### src/rtl/psram_pwr_pkg.sv
package psram_pwr_pkg;

  typedef enum logic [2:0] {
    PS_PWRUP     = 3'd0,
    PS_ACTIVE    = 3'd1,
    PS_STANDBY   = 3'd2,
    PS_DEEP      = 3'd3,
    PS_DEEP_EXIT = 3'd4
  } pwr_state_e;

  // ceil(ns * 1000 / period_ps), never below one cycle
  function automatic int unsigned ns_to_cycles(input int unsigned ns,
                                               input int unsigned period_ps);
    longint unsigned ps_total;
    longint unsigned cyc;
    ps_total = 64'(ns) * 64'd1000;
    cyc      = (ps_total + 64'(period_ps) - 64'd1) / 64'(period_ps);
    if (cyc == 64'd0) cyc = 64'd1;
    return 32'(cyc);
  endfunction

endpackage

### src/rtl/pwr_wait_timer.sv
module pwr_wait_timer #(
  parameter int unsigned LIMIT = 4
) (
  input  logic clk_i,
  input  logic rst_ni,
  input  logic clear_i,
  input  logic en_i,
  output logic done_o
);
  localparam int unsigned W = (LIMIT < 2) ? 1 : $clog2(LIMIT);
  localparam logic [W-1:0] LAST = W'(LIMIT - 1);

  logic [W-1:0] cnt_q;

  assign done_o = (cnt_q == LAST);

  always_ff @(posedge clk_i or negedge rst_ni) begin
    if (!rst_ni) begin
      cnt_q <= '0;
    end else if (clear_i) begin
      cnt_q <= '0;
    end else if (en_i && !done_o) begin
      cnt_q <= cnt_q + 1'b1;
    end
  end
endmodule

### src/rtl/pwr_pin_drive.sv
module pwr_pin_drive
  import psram_pwr_pkg::*;
(
  input  logic       clk_i,
  input  logic       rst_ni,
  input  pwr_state_e state_d_i,
  output logic       sleep_n_o,
  output logic       cs_block_o,
  output logic       access_ok_o
);
  logic sleep_n_d, cs_block_d, access_ok_d;

  always_comb begin
    sleep_n_d   = 1'b1;
    cs_block_d  = 1'b1;
    access_ok_d = 1'b0;
    unique case (state_d_i)
      PS_ACTIVE: begin
        cs_block_d  = 1'b0;
        access_ok_d = 1'b1;
      end
      PS_STANDBY:   access_ok_d = 1'b1;
      PS_DEEP:      sleep_n_d   = 1'b0;
      PS_PWRUP,
      PS_DEEP_EXIT: access_ok_d = 1'b0;
      default:      access_ok_d = 1'b0;
    endcase
  end

  // flops on the pins: no decode glitches reach the device
  always_ff @(posedge clk_i or negedge rst_ni) begin
    if (!rst_ni) begin
      sleep_n_o   <= 1'b1;
      cs_block_o  <= 1'b1;
      access_ok_o <= 1'b0;
    end else begin
      sleep_n_o   <= sleep_n_d;
      cs_block_o  <= cs_block_d;
      access_ok_o <= access_ok_d;
    end
  end
endmodule

### src/rtl/pwr_valid_track.sv
module pwr_valid_track
  import psram_pwr_pkg::*;
(
  input  logic       clk_i,
  input  logic       rst_ni,
  input  pwr_state_e state_q_i,
  input  pwr_state_e state_d_i,
  input  logic       init_done_i,
  output logic       valid_o
);
  logic lose, regain;

  assign lose   = (state_d_i == PS_DEEP) || (state_d_i == PS_PWRUP);
  assign regain = init_done_i && (state_q_i == PS_ACTIVE);

  always_ff @(posedge clk_i or negedge rst_ni) begin
    if (!rst_ni)     valid_o <= 1'b0;
    else if (lose)   valid_o <= 1'b0;
    else if (regain) valid_o <= 1'b1;
  end
endmodule

### src/rtl/psram_pwr_seq.sv
module psram_pwr_seq
  import psram_pwr_pkg::*;
#(
  parameter int unsigned CLK_PERIOD_PS = 8000,
  parameter int unsigned RECOVER_NS    = 300000,
  parameter int unsigned ZZ_MIN_NS     = 30
) (
  input  logic clk_i,
  input  logic rst_ni,
  input  logic pwr_good_i,
  input  logic deep_req_i,
  input  logic wake_req_i,
  input  logic bus_idle_i,
  input  logic init_done_i,
  output logic sleep_n_o,
  output logic cs_block_o,
  output logic access_ok_o,
  output logic data_valid_o
);
  localparam int unsigned RECOVER_CYC = ns_to_cycles(RECOVER_NS, CLK_PERIOD_PS);
  localparam int unsigned ZZ_MIN_CYC  = ns_to_cycles(ZZ_MIN_NS, CLK_PERIOD_PS);
  localparam int unsigned N_TMR       = 2;
  localparam int unsigned T_REC       = 0;
  localparam int unsigned T_LOW       = 1;

  pwr_state_e state_q, state_d;
  logic       wake_pend_q, wake_pend_d;
  logic       waiting;
  logic [N_TMR-1:0] tmr_clr, tmr_en, tmr_done;

  assign waiting = (state_q == PS_PWRUP) || (state_q == PS_DEEP) ||
                   (state_q == PS_DEEP_EXIT);

  // recovery timer serves both the power-up and the exit wait
  assign tmr_en[T_REC]  = (state_q == PS_PWRUP) || (state_q == PS_DEEP_EXIT);
  assign tmr_clr[T_REC] = !tmr_en[T_REC] || (state_d != state_q) || !pwr_good_i;
  assign tmr_en[T_LOW]  = (state_q == PS_DEEP);
  assign tmr_clr[T_LOW] = !tmr_en[T_LOW] || (state_d != state_q);

  for (genvar g = 0; g < N_TMR; g++) begin : g_tmr
    pwr_wait_timer #(
      .LIMIT((g == T_REC) ? RECOVER_CYC : ZZ_MIN_CYC)
    ) u_tmr (
      .clk_i  (clk_i),
      .rst_ni (rst_ni),
      .clear_i(tmr_clr[g]),
      .en_i   (tmr_en[g]),
      .done_o (tmr_done[g])
    );
  end

  always_comb begin
    state_d = state_q;
    if (!pwr_good_i) begin
      state_d = PS_PWRUP;
    end else begin
      unique case (state_q)
        PS_PWRUP, PS_DEEP_EXIT: begin
          if (tmr_done[T_REC])
            state_d = (wake_pend_q || wake_req_i) ? PS_ACTIVE : PS_STANDBY;
        end
        PS_ACTIVE: begin
          if (bus_idle_i && !wake_req_i) state_d = PS_STANDBY;
        end
        PS_STANDBY: begin
          // chip enable already forced here, so sleep pin falls with setup
          if (deep_req_i && bus_idle_i) state_d = PS_DEEP;
          else if (wake_req_i)          state_d = PS_ACTIVE;
        end
        PS_DEEP: begin
          if (tmr_done[T_LOW] && !deep_req_i) state_d = PS_DEEP_EXIT;
        end
        default: state_d = PS_PWRUP;
      endcase
    end
  end

  assign wake_pend_d = waiting ? (wake_pend_q || wake_req_i) : 1'b0;

  always_ff @(posedge clk_i or negedge rst_ni) begin
    if (!rst_ni) begin
      state_q     <= PS_PWRUP;
      wake_pend_q <= 1'b0;
    end else begin
      state_q     <= state_d;
      wake_pend_q <= wake_pend_d;
    end
  end

  pwr_pin_drive u_pins (
    .clk_i      (clk_i),
    .rst_ni     (rst_ni),
    .state_d_i  (state_d),
    .sleep_n_o  (sleep_n_o),
    .cs_block_o (cs_block_o),
    .access_ok_o(access_ok_o)
  );

  pwr_valid_track u_valid (
    .clk_i      (clk_i),
    .rst_ni     (rst_ni),
    .state_q_i  (state_q),
    .state_d_i  (state_d),
    .init_done_i(init_done_i),
    .valid_o    (data_valid_o)
  );
endmodule

### config.mk
export PLATFORM = sky130hd
export DESIGN_NAME = psram_pwr_seq
export DESIGN_NICKNAME = d
export VERILOG_FILES = /design/src/rtl/psram_pwr_pkg.sv /design/src/rtl/pwr_wait_timer.sv /design/src/rtl/pwr_pin_drive.sv /design/src/rtl/pwr_valid_track.sv /design/src/rtl/psram_pwr_seq.sv
export SDC_FILE = /design/constraint.sdc
export NUM_CORES = 1
export LEC_CHECK = 0
export BUFFER_PORTS_ARGS = -buffer_cell sky130_fd_sc_hd__buf_2
export CORE_MARGIN = 3
export CORE_UTILIZATION = 60
export CTS_CLUSTER_DIAMETER = 30
export DETAILED_ROUTE_END_ITERATION = 12
export GPL_ROUTABILITY_DRIVEN = 0
export PLACE_DENSITY = 0.85
export SKIP_CTS_REPAIR_TIMING = 1
export SLEW_MARGIN = 20
export SYNTH_ARGS = -nofsm -noshare
export SYNTH_HDL_FRONTEND = slang
export SYNTH_SLANG_ARGS = --single-unit
### constraint.sdc
create_clock -name clk_i -period 4.1 [get_ports clk_i]
set_input_delay 0 -clock clk_i [delete_from_list [all_inputs] [get_ports clk_i]]
set_output_delay 0 -clock clk_i [all_outputs]
set_load 0.05 [all_outputs]
==> impl_metrics.tcl, run 1 <==
set metrics [dict create \
    finalCritPeriodShare_pct 54.3 \
    worst-path-max-fanout 19 \
    track_usage_pct 23.1 \
    critPathCaptureType "flop" \
    cts-buffers-inserted 3 \
    grt_max_degree 27 \
    required_ps 4310 \
    place_ws_ps 1900 \
    setup_slack_ps 1870 \
    drtIter0Drc 35 \
    drv_cap 0 \
    postPlaceCellArea_um2 1440 \
    synth_cells 136 \
    rrSetupSlack_ps 1870 \
    wl_per_cell_um 15.8 \
    antenna_cells 0 \
    synth_edf_count 0 \
    netlist_area_um2 1380 \
    io_pins 11 \
    post-dp-hpwl_mm 1.93 \
    cts_tree "done" \
    synth_area_leaders "dfrtp_1, nor3_1, xnor2_1" \
    cts.sinks 26 \
    instances_no_fill 175 \
    r2r.worst_path.cells 6 \
    syn_nets 145 \
    finClkSkew_ps 3.69 \
    synth.avg_cell_area_um2 10.2 \
    design_area_um2 1520 \
    timing.rr.start "g_tmr[0].u_tmr.cnt_q[0]" \
    dp.cells 169 \
    ant_nets 0 \
    clkTransAtPathRegs_ps 140 \
    worst_setup_path_start_kind "flop" \
    die_h_um 54.0 \
    fp.dieW_um 54.0 \
    antenna_found_initial 0 \
    die_area_um2 2910 \
    grt_pass1_wl_mm 4.78 \
    drive_gt1_share_pct 16.9 \
    status "finished clean" \
    clock-root-buffer "clkbuf_4" \
    core-area_um2 2060 \
    final_util_pct 73.5 \
    worstSetupPathType "flop to flop" \
    p_per_area_nw_per_um2 305 \
    rsz0062_at_grt "false" \
    yosysSeqAreaShare_pct 47.3 \
    synth_ff_type "dfrtp_1" \
    initial_core_util_pct 67.0 \
    synth_top_area_share_pct 43.5 \
    nets 158 \
    drc 0 \
    setup_viol_count_final 0 \
    ys_warn_count 0 \
    place.port_buffers 10 \
    firstDrtPassIters 4 \
    min-delay-start "wake_req_i" \
    yosysTopAreaCell "dfrtp_1" \
    hold_path_depth 3 \
    setup_tns_ps 0 \
    leakagePower_uw 0.000633 \
    hold_viol 0 \
    h-tree-depth 1 \
    final_cell_mix "dfrtp_1, nor3_1, nor2_1, xnor2_1, buf_2" \
    area_growth_syn_to_layout_pct 9.69 \
    row_count 16 \
    wl_mm 2.76 \
    clk_latency_ps 320 \
    gr-total-overflow 0 \
    num_vias 1072 \
    maxSlewHeadroom_pct 62.3 \
    async_flop_share_pct 100 \
    clock.fmax_mhz 449 \
    clockBufferDepth 2 \
    ys_seq_elements 26 \
    viasPerCell 6.13 \
    grt_pass1_vias 1077 \
    layout_min_cycle_time_ps 2230 \
    layout_commonest_cell "dfrtp_1" \
    hold_path.class "primary input to flop" \
    timing.rr.end "g_tmr[0].u_tmr.cnt_q[10]" \
    ir_drop_v 0.000279 \
    min_to "wake_pend_q" \
    worstPathArrival_ps 2430 \
    worst_slew_pin_slew_ps 566 \
    slew_violations 0 \
    synth.distinct_cells 38 \
]
## worst max-delay path: stages, from the launching register on
cell and delay (ps):
dfrtp_1 430, ha_1 270, nor4b_4 290, nand4_4 200, nor3_1 360, o21ba_2 440
nor3_1 130
## per-stage QoR
| stage | total power, uW | hold slack (ps) |
|---|---|---|
| finish | 461 | 28.9 |
| global route | 477 | 58.2 |
| CTS | 462 | -342 |
| detailed placement | 289 | 21.1 |
| global placement | 288 | 18.1 |
| floorplan | 277 | -296 |
## flip-flops by register name (all words and copies together), names as in the netlist
register            count
g_tmr.u_tmr.cnt_q      18
state_q                 3
u_pins.access_ok_o      1
u_pins.cs_block_o       1
u_pins.sleep_n_o        1
u_valid.valid_o         1
wake_pend_q             1
## worst max path at each step
stage	slack, ps	end	start
2_1_floorplan	2070	u_valid.valid_o	g_tmr[0].u_tmr.cnt_q[0]
3_3_place_gp	2010	u_valid.valid_o	g_tmr[0].u_tmr.cnt_q[0]
3_5_place_dp	1900	g_tmr[0].u_tmr.cnt_q[0]	g_tmr[0].u_tmr.cnt_q[0]
4_1_cts	1870	g_tmr[0].u_tmr.cnt_q[10]	g_tmr[0].u_tmr.cnt_q[0]
5_1_grt	1630	g_tmr[0].u_tmr.cnt_q[9]	g_tmr[0].u_tmr.cnt_q[0]
6_report	1870	g_tmr[0].u_tmr.cnt_q[10]	g_tmr[0].u_tmr.cnt_q[0]
## synth_stat cells, types with 3 or more instances
cell type / instances
nor2b_1: 4
xor2_1: 5
nor3_1: 21
buf_2: 3
o21ai_0: 4
nand4_1: 4
nand2_1: 9
dfrtp_1: 24
a21oi_1: 4
nand3_1: 5
xnor2_1: 10
nor2_1: 10
## where the power goes
group	switching [uW]	internal (uW)	leakage, uW	total, uW
clock	76.9	98.9	0.0000279	176
combinational	14.1	9.37	0.000257	23.5
sequential	3.25	259	0.000349	262
## per-layer routing
metal	routed length (um)	part of all wire, %	global-route usage [%]	vias up
met5	0	0	0	-
met4	35	1.3	10.4	0
met3	88	3.2	2.77	4
li1	-	-	-	513
met2	1390	50	38.5	25
met1	1250	45	29.9	530
## area by class of cell
type / instances / area (um^2)
Fill cell: 144 / 547
Tap cell: 27 / 33.8
Multi-Input combinational cell: 104 / 698
Clock buffer: 3 / 22.5
Timing Repair Buffer: 12 / 70.1
Clock inverter: 1 / 30.0
Inverter: 2 / 7.51
Sequential cell: 26 / 653
## cell families (layout without fill, tap and decap cells)
kind of cell | count (synthesis) | in the layout | share of synthesized area [%]
and+or+nand+nor | 67 | 67 | 28.8
adders and majority gates | 2 | 2 | 1.81
AOI/OAI and AO/OA | 17 | 17 | 8.15
muxes | 3 | 3 | 2.26
buffers and inverters | 6 | 18 | 2.17
DFF | 26 | 26 | 47.3
xor gates and xnor gates | 15 | 15 | 9.51
Power figures use the tool's default switching activity.
==> run 2: changes to the inputs <==
Settings changed: CORE_UTILIZATION 60 to 58, PLACE_DENSITY 0.85 to 0.83.
Clock period 4.1 ns to 2.3 ns, I/O delays scaled along.
==> run 2 against run 1 <==
Effect of this change: total power grew 60%; combinational power grew 100%; die area grew 3.1%; sequential power grew 79%; critical path depth is the same; count of clock-buffer cells in the layout grew 1.
==> impl_metrics.tcl, run 2 (synthesized netlist as in run 1, its figures left out) <==
set metrics [dict create \
    clkTransAtPathRegs_ps 130 \
    top_regs "g_tmr.u_tmr.cnt_q: 18 flops, state_q: 3 flops" \
    area_growth_syn_to_layout_pct 11.2 \
    firstDrtPassIters 4 \
    ir_drop_v 0.000443 \
    use_met3_pct 3.54 \
    worst_setup_path_start_kind "flop" \
    layout_commonest_cell "dfrtp_1" \
    grt_busiest_layer "met2" \
    finalCritPeriodShare_pct 94.7 \
    grt_util_met1_pct 28.7 \
    clockBufferDepth 2 \
    drtIter0Drc 18 \
    track_usage_pct 21.2 \
    required_ps 2530 \
    hold_slack_ps 105 \
    worstPathArrival_ps 2410 \
    clock.fmax_mhz 459 \
    final_cell_mix "dfrtp_1, nor3_1, nor2_1, xnor2_1, buf_2" \
    h-tree-depth 1 \
    slew_violations 0 \
    io_pins 11 \
    worst_slew_pin_slew_ps 637 \
    wl_per_cell_um 15.9 \
    largest-register "g_tmr.u_tmr.cnt_q" \
    cts_tree "done" \
    place.port_buffers 10 \
    clk_latency_ps 310 \
    grt_pass1_vias 995 \
    initial_core_util_pct 61.8 \
    core-area_um2 2230 \
    grt_max_degree 27 \
    cts.sinks 26 \
    row_count 17 \
    nets 161 \
    leakagePower_uw 0.000640 \
    grt_pass1_wl_mm 4.57 \
    post-dp-hpwl_mm 1.91 \
    viasPerCell 5.97 \
    drv_cap 0 \
    largest_reg_flops 18 \
    finClkSkew_ps 9.95 \
    p_per_area_nw_per_um2 479 \
    ant_nets 0 \
    worst-path-max-fanout 6 \
    fp.dieW_um 54.8 \
    setup_viol_count_final 0 \
    setup_slack_ps 121 \
    clock-root-buffer "clkbuf_4" \
    layout_min_cycle_time_ps 2180 \
    die_h_um 54.8 \
    die_area_um2 3000 \
    hold_viol 0 \
    worstSetupPathType "flop to flop" \
    wl_mm 2.84 \
    drive_gt1_share_pct 19.9 \
    place_ws_ps 18.2 \
    grt_use_met2_pct 35.0 \
    antenna_found_initial 0 \
    drc 0 \
    critPathCaptureType "flop" \
    cts-buffers-inserted 3 \
    fillers 175 \
    hold_path.class "primary input to flop" \
    rsz0062_at_grt "false" \
    gr-total-overflow 0 \
    maxSlewHeadroom_pct 57.1 \
    antenna_cells 0 \
    num_vias 1069 \
    status "finished clean" \
]
-- run 2: area by class of cell --
| cell class | instances | area [um^2] | share of cell area, % |
|---|---|---|---|
| multi-input combinational | 104 | 712 | 46.3 |
| timing repair buffer | 15 | 92.6 | 6.03 |
| tap | 28 | 35.0 | 2.28 |
| inverter | 2 | 7.51 | 0.489 |
| clock buffer | 4 | 36.3 | 2.36 |
| sequential | 26 | 653 | 42.5 |
-- run 2: worst max-delay path, cell delays in order, from the launching register on --
cell and delay (ps):
dfrtp_1 430, ha_2 260, nor4b_4 270, nand4_4 150, or4_4 470, a211o_1 330, a31oi_1 190
-- run 2: layer usage --
| layer | up-vias | share of wire (%) | routed length [um] |
|---|---|---|---|
| met4 | 0 | 0.60 | 17 |
| met3 | 2 | 4.9 | 140 |
| met1 | 521 | 44 | 1250 |
| met2 | 30 | 50 | 1430 |
| li1 | 516 | - | - |
| met5 | - | 0 | 0 |
-- run 2: path summary, 6_finish.rpt --
kind                            slack, ps  depth (start not counted)                     from                       to
worst max-delay path                  120                          6  g_tmr[0].u_tmr.cnt_q[0]          u_valid.valid_o
worst min-delay path                  110                          3               wake_req_i              wake_pend_q
worst max register to register        120                          6  g_tmr[0].u_tmr.cnt_q[0]          u_valid.valid_o
worst min register to register        540                          2  g_tmr[1].u_tmr.cnt_q[1]  g_tmr[1].u_tmr.cnt_q[1]
max in group asynchronous            1720                          2                   rst_ni         u_pins.sleep_n_o
min in group asynchronous             200                          2                   rst_ni  g_tmr[0].u_tmr.cnt_q[9]
-- run 2: per-stage QoR --
step / instances / total power, uW / util [%] / setup TNS, ps / instance area (um^2)
finish: 179 / 737 / 68.8 / 0 / 1540
global route: 179 / 766 / 68.8 / 0 / 1540
CTS: 174 / 734 / 66.3 / -13.1 / 1480
detailed placement: 170 / 515 / 64.6 / 0 / 1440
global placement: 170 / 513 / 64.6 / 0 / 1440
floorplan: 136 / 494 / - / 0 / 1380
-- run 2: power by group --
group          switching [uW]  internal [uW]  leakage, uW
registers                6.28            461     0.000349
logic                    27.6           19.3     0.000270
clock network             126           96.5    0.0000210
total                     159            577     0.000640
==> run 3: changes to the inputs <==
Settings changed: CORE_MARGIN 3 to 4.
Clock period 2.3 ns to 2.2 ns, I/O delays scaled along.
==> run 3 against run 2 <==
Effect of this change: first-iteration DRC count rose by 39%; worst setup slack improved by 7.3 ps; cell area rose by 0.49%; combinational power rose by 4%; via count barely moved; die area rose by 7.4%; worst hold slack got worse by 54 ps; maximum frequency rose by 5.2%; total power rose by 5.5%; largest cell class unchanged; global-route usage fell by 3.2 points.
==> impl_metrics.tcl, run 3 (synthesized netlist as in run 1, its figures left out) <==
set metrics [dict create \
    h-tree-depth 1 \
    design_area_um2 1540 \
    firstDrtPassIters 4 \
    grt_pass1_vias 1046 \
    die_h_um 56.8 \
    nets 163 \
    worst_slew_pin_slew_ps 566 \
    clockBufferDepth 2 \
    setup_viol_count_final 0 \
    layout_commonest_cell "dfrtp_1" \
    grt_pass1_wl_mm 4.58 \
    clk_latency_ps 320 \
    antenna_cells 0 \
    io_pins 11 \
    largest_reg_flops 18 \
    leakagePower_uw 0.000653 \
    layout_min_cycle_time_ps 2070 \
    crit_chain "ha_1, nor4b_4, nand4_4, or4_4, a211o_1, a31oi_1" \
    final_cell_mix "dfrtp_1, nor3_1, nor2_1, xnor2_1, buf_2" \
    cpMaxStageDelayCell "or4_4" \
    wl_mm 2.72 \
    hold_path.class "primary input to flop" \
    drv_cap 0 \
    clkTransAtPathRegs_ps 140 \
    clock.fmax_mhz 483 \
    finClkSkew_ps 2.03 \
    slew_violations 0 \
    drc 0 \
    worstPathArrival_ps 2330 \
    drtIter0Drc 25 \
    p_per_area_nw_per_um2 504 \
    finalCritPeriodShare_pct 94.2 \
    top_regs "g_tmr.u_tmr.cnt_q: 18 flops, state_q: 3 flops" \
    row_count 17 \
    ir_drop_v 0.000438 \
    initial_core_util_pct 61.8 \
    track_usage_pct 18.0 \
    core-area_um2 2230 \
    die_area_um2 3230 \
    status "finished clean" \
    area_growth_syn_to_layout_pct 11.8 \
    antenna_found_initial 0 \
    cpPeakStageDelay_ps 480 \
    post-dp-hpwl_mm 1.79 \
    hold_viol 0 \
    drive_gt1_share_pct 19.6 \
    viasPerCell 5.90 \
    gr-total-overflow 0 \
    cts-buffers-inserted 3 \
    critPathCaptureType "flop" \
    place.port_buffers 10 \
    setup_tns_ps 0 \
    hold_slack_ps 51.8 \
    clock-root-buffer "clkbuf_4" \
    worst_setup_path_start_kind "flop" \
    maxSlewHeadroom_pct 62.3 \
    worst-path-max-fanout 6 \
    fillers 163 \
    cts.sinks 26 \
    worstSetupPathType "flop to flop" \
    wl_per_cell_um 15.0 \
    postPlaceCellArea_um2 1460 \
    grt_max_degree 27 \
    largest-register "g_tmr.u_tmr.cnt_q" \
    required_ps 2450 \
    fp.dieW_um 56.8 \
    num_vias 1068 \
    cts_tree "done" \
    ant_nets 0 \
]
==> run 3: path summary, 6_finish.rpt <==
kind                                               from                       to  slack (ps)  cells past startpoint
max in group asynchronous                        rst_ni        u_pins.cs_block_o        1640                      2
worst min-delay path                         wake_req_i              wake_pend_q          50                      3
worst max register to register  g_tmr[0].u_tmr.cnt_q[0]          u_valid.valid_o         130                      6
worst min register to register  g_tmr[1].u_tmr.cnt_q[1]  g_tmr[1].u_tmr.cnt_q[1]         550                      2
worst max-delay path            g_tmr[0].u_tmr.cnt_q[0]          u_valid.valid_o         130                      6
min in group asynchronous                        rst_ni  g_tmr[1].u_tmr.cnt_q[1]         180                      2
==> run 3: per-stage QoR <==
stage / worst slack [ps] / util [%] / total power, uW / instances
4_1_cts: 88.1 / 66.9 / 776 / 176
3_5_place_dp: 117 / 65.3 / 538 / 172
3_3_place_gp: 212 / 65.3 / 537 / 172
2_1_floorplan: 172 / - / 517 / 136
6_report: 128 / 69.1 / 777 / 181
5_1_grt: -4.74 / 69.1 / 806 / 181
==> run 3: power by group <==
part | switching (uW) | internal [uW] | leakage [uW] | total, uW
sequential | 5.84 | 482 | 0.000349 | 488
clock | 139 | 101 | 0.0000210 | 241
combinational | 27.4 | 21.2 | 0.000283 | 48.6
==> run 3: critical path: cells and delay by family (launching register included) <==
family | cells | cell delay (ps)
and+or+nand+nor | 3 | 910
adders and majority gates | 1 | 190
AOI/OAI and AO/OA | 2 | 480
DFF | 1 | 420
==> run 3: area by class of cell <==
type                       count  area (um^2)  share of cell area [%]
clock buffer                   4         36.3                    2.35
inverter                       2         7.51                   0.486
multi-input combinational    104          704                    45.6
sequential                    26          653                    42.3
tap                           28         35.0                    2.27
timing repair buffer          17          108                    6.97
==> run 3: routing by layer <==
metal / global-route usage [%] / vias up / share of wire [%]
li1: - / 519 / -
met1: 24.5 / 523 / 48
met2: 29.5 / 22 / 48
met3: 2.30 / 4 / 3.0
met4: 5.96 / 0 / 0.77
met5: 0 / - / 0
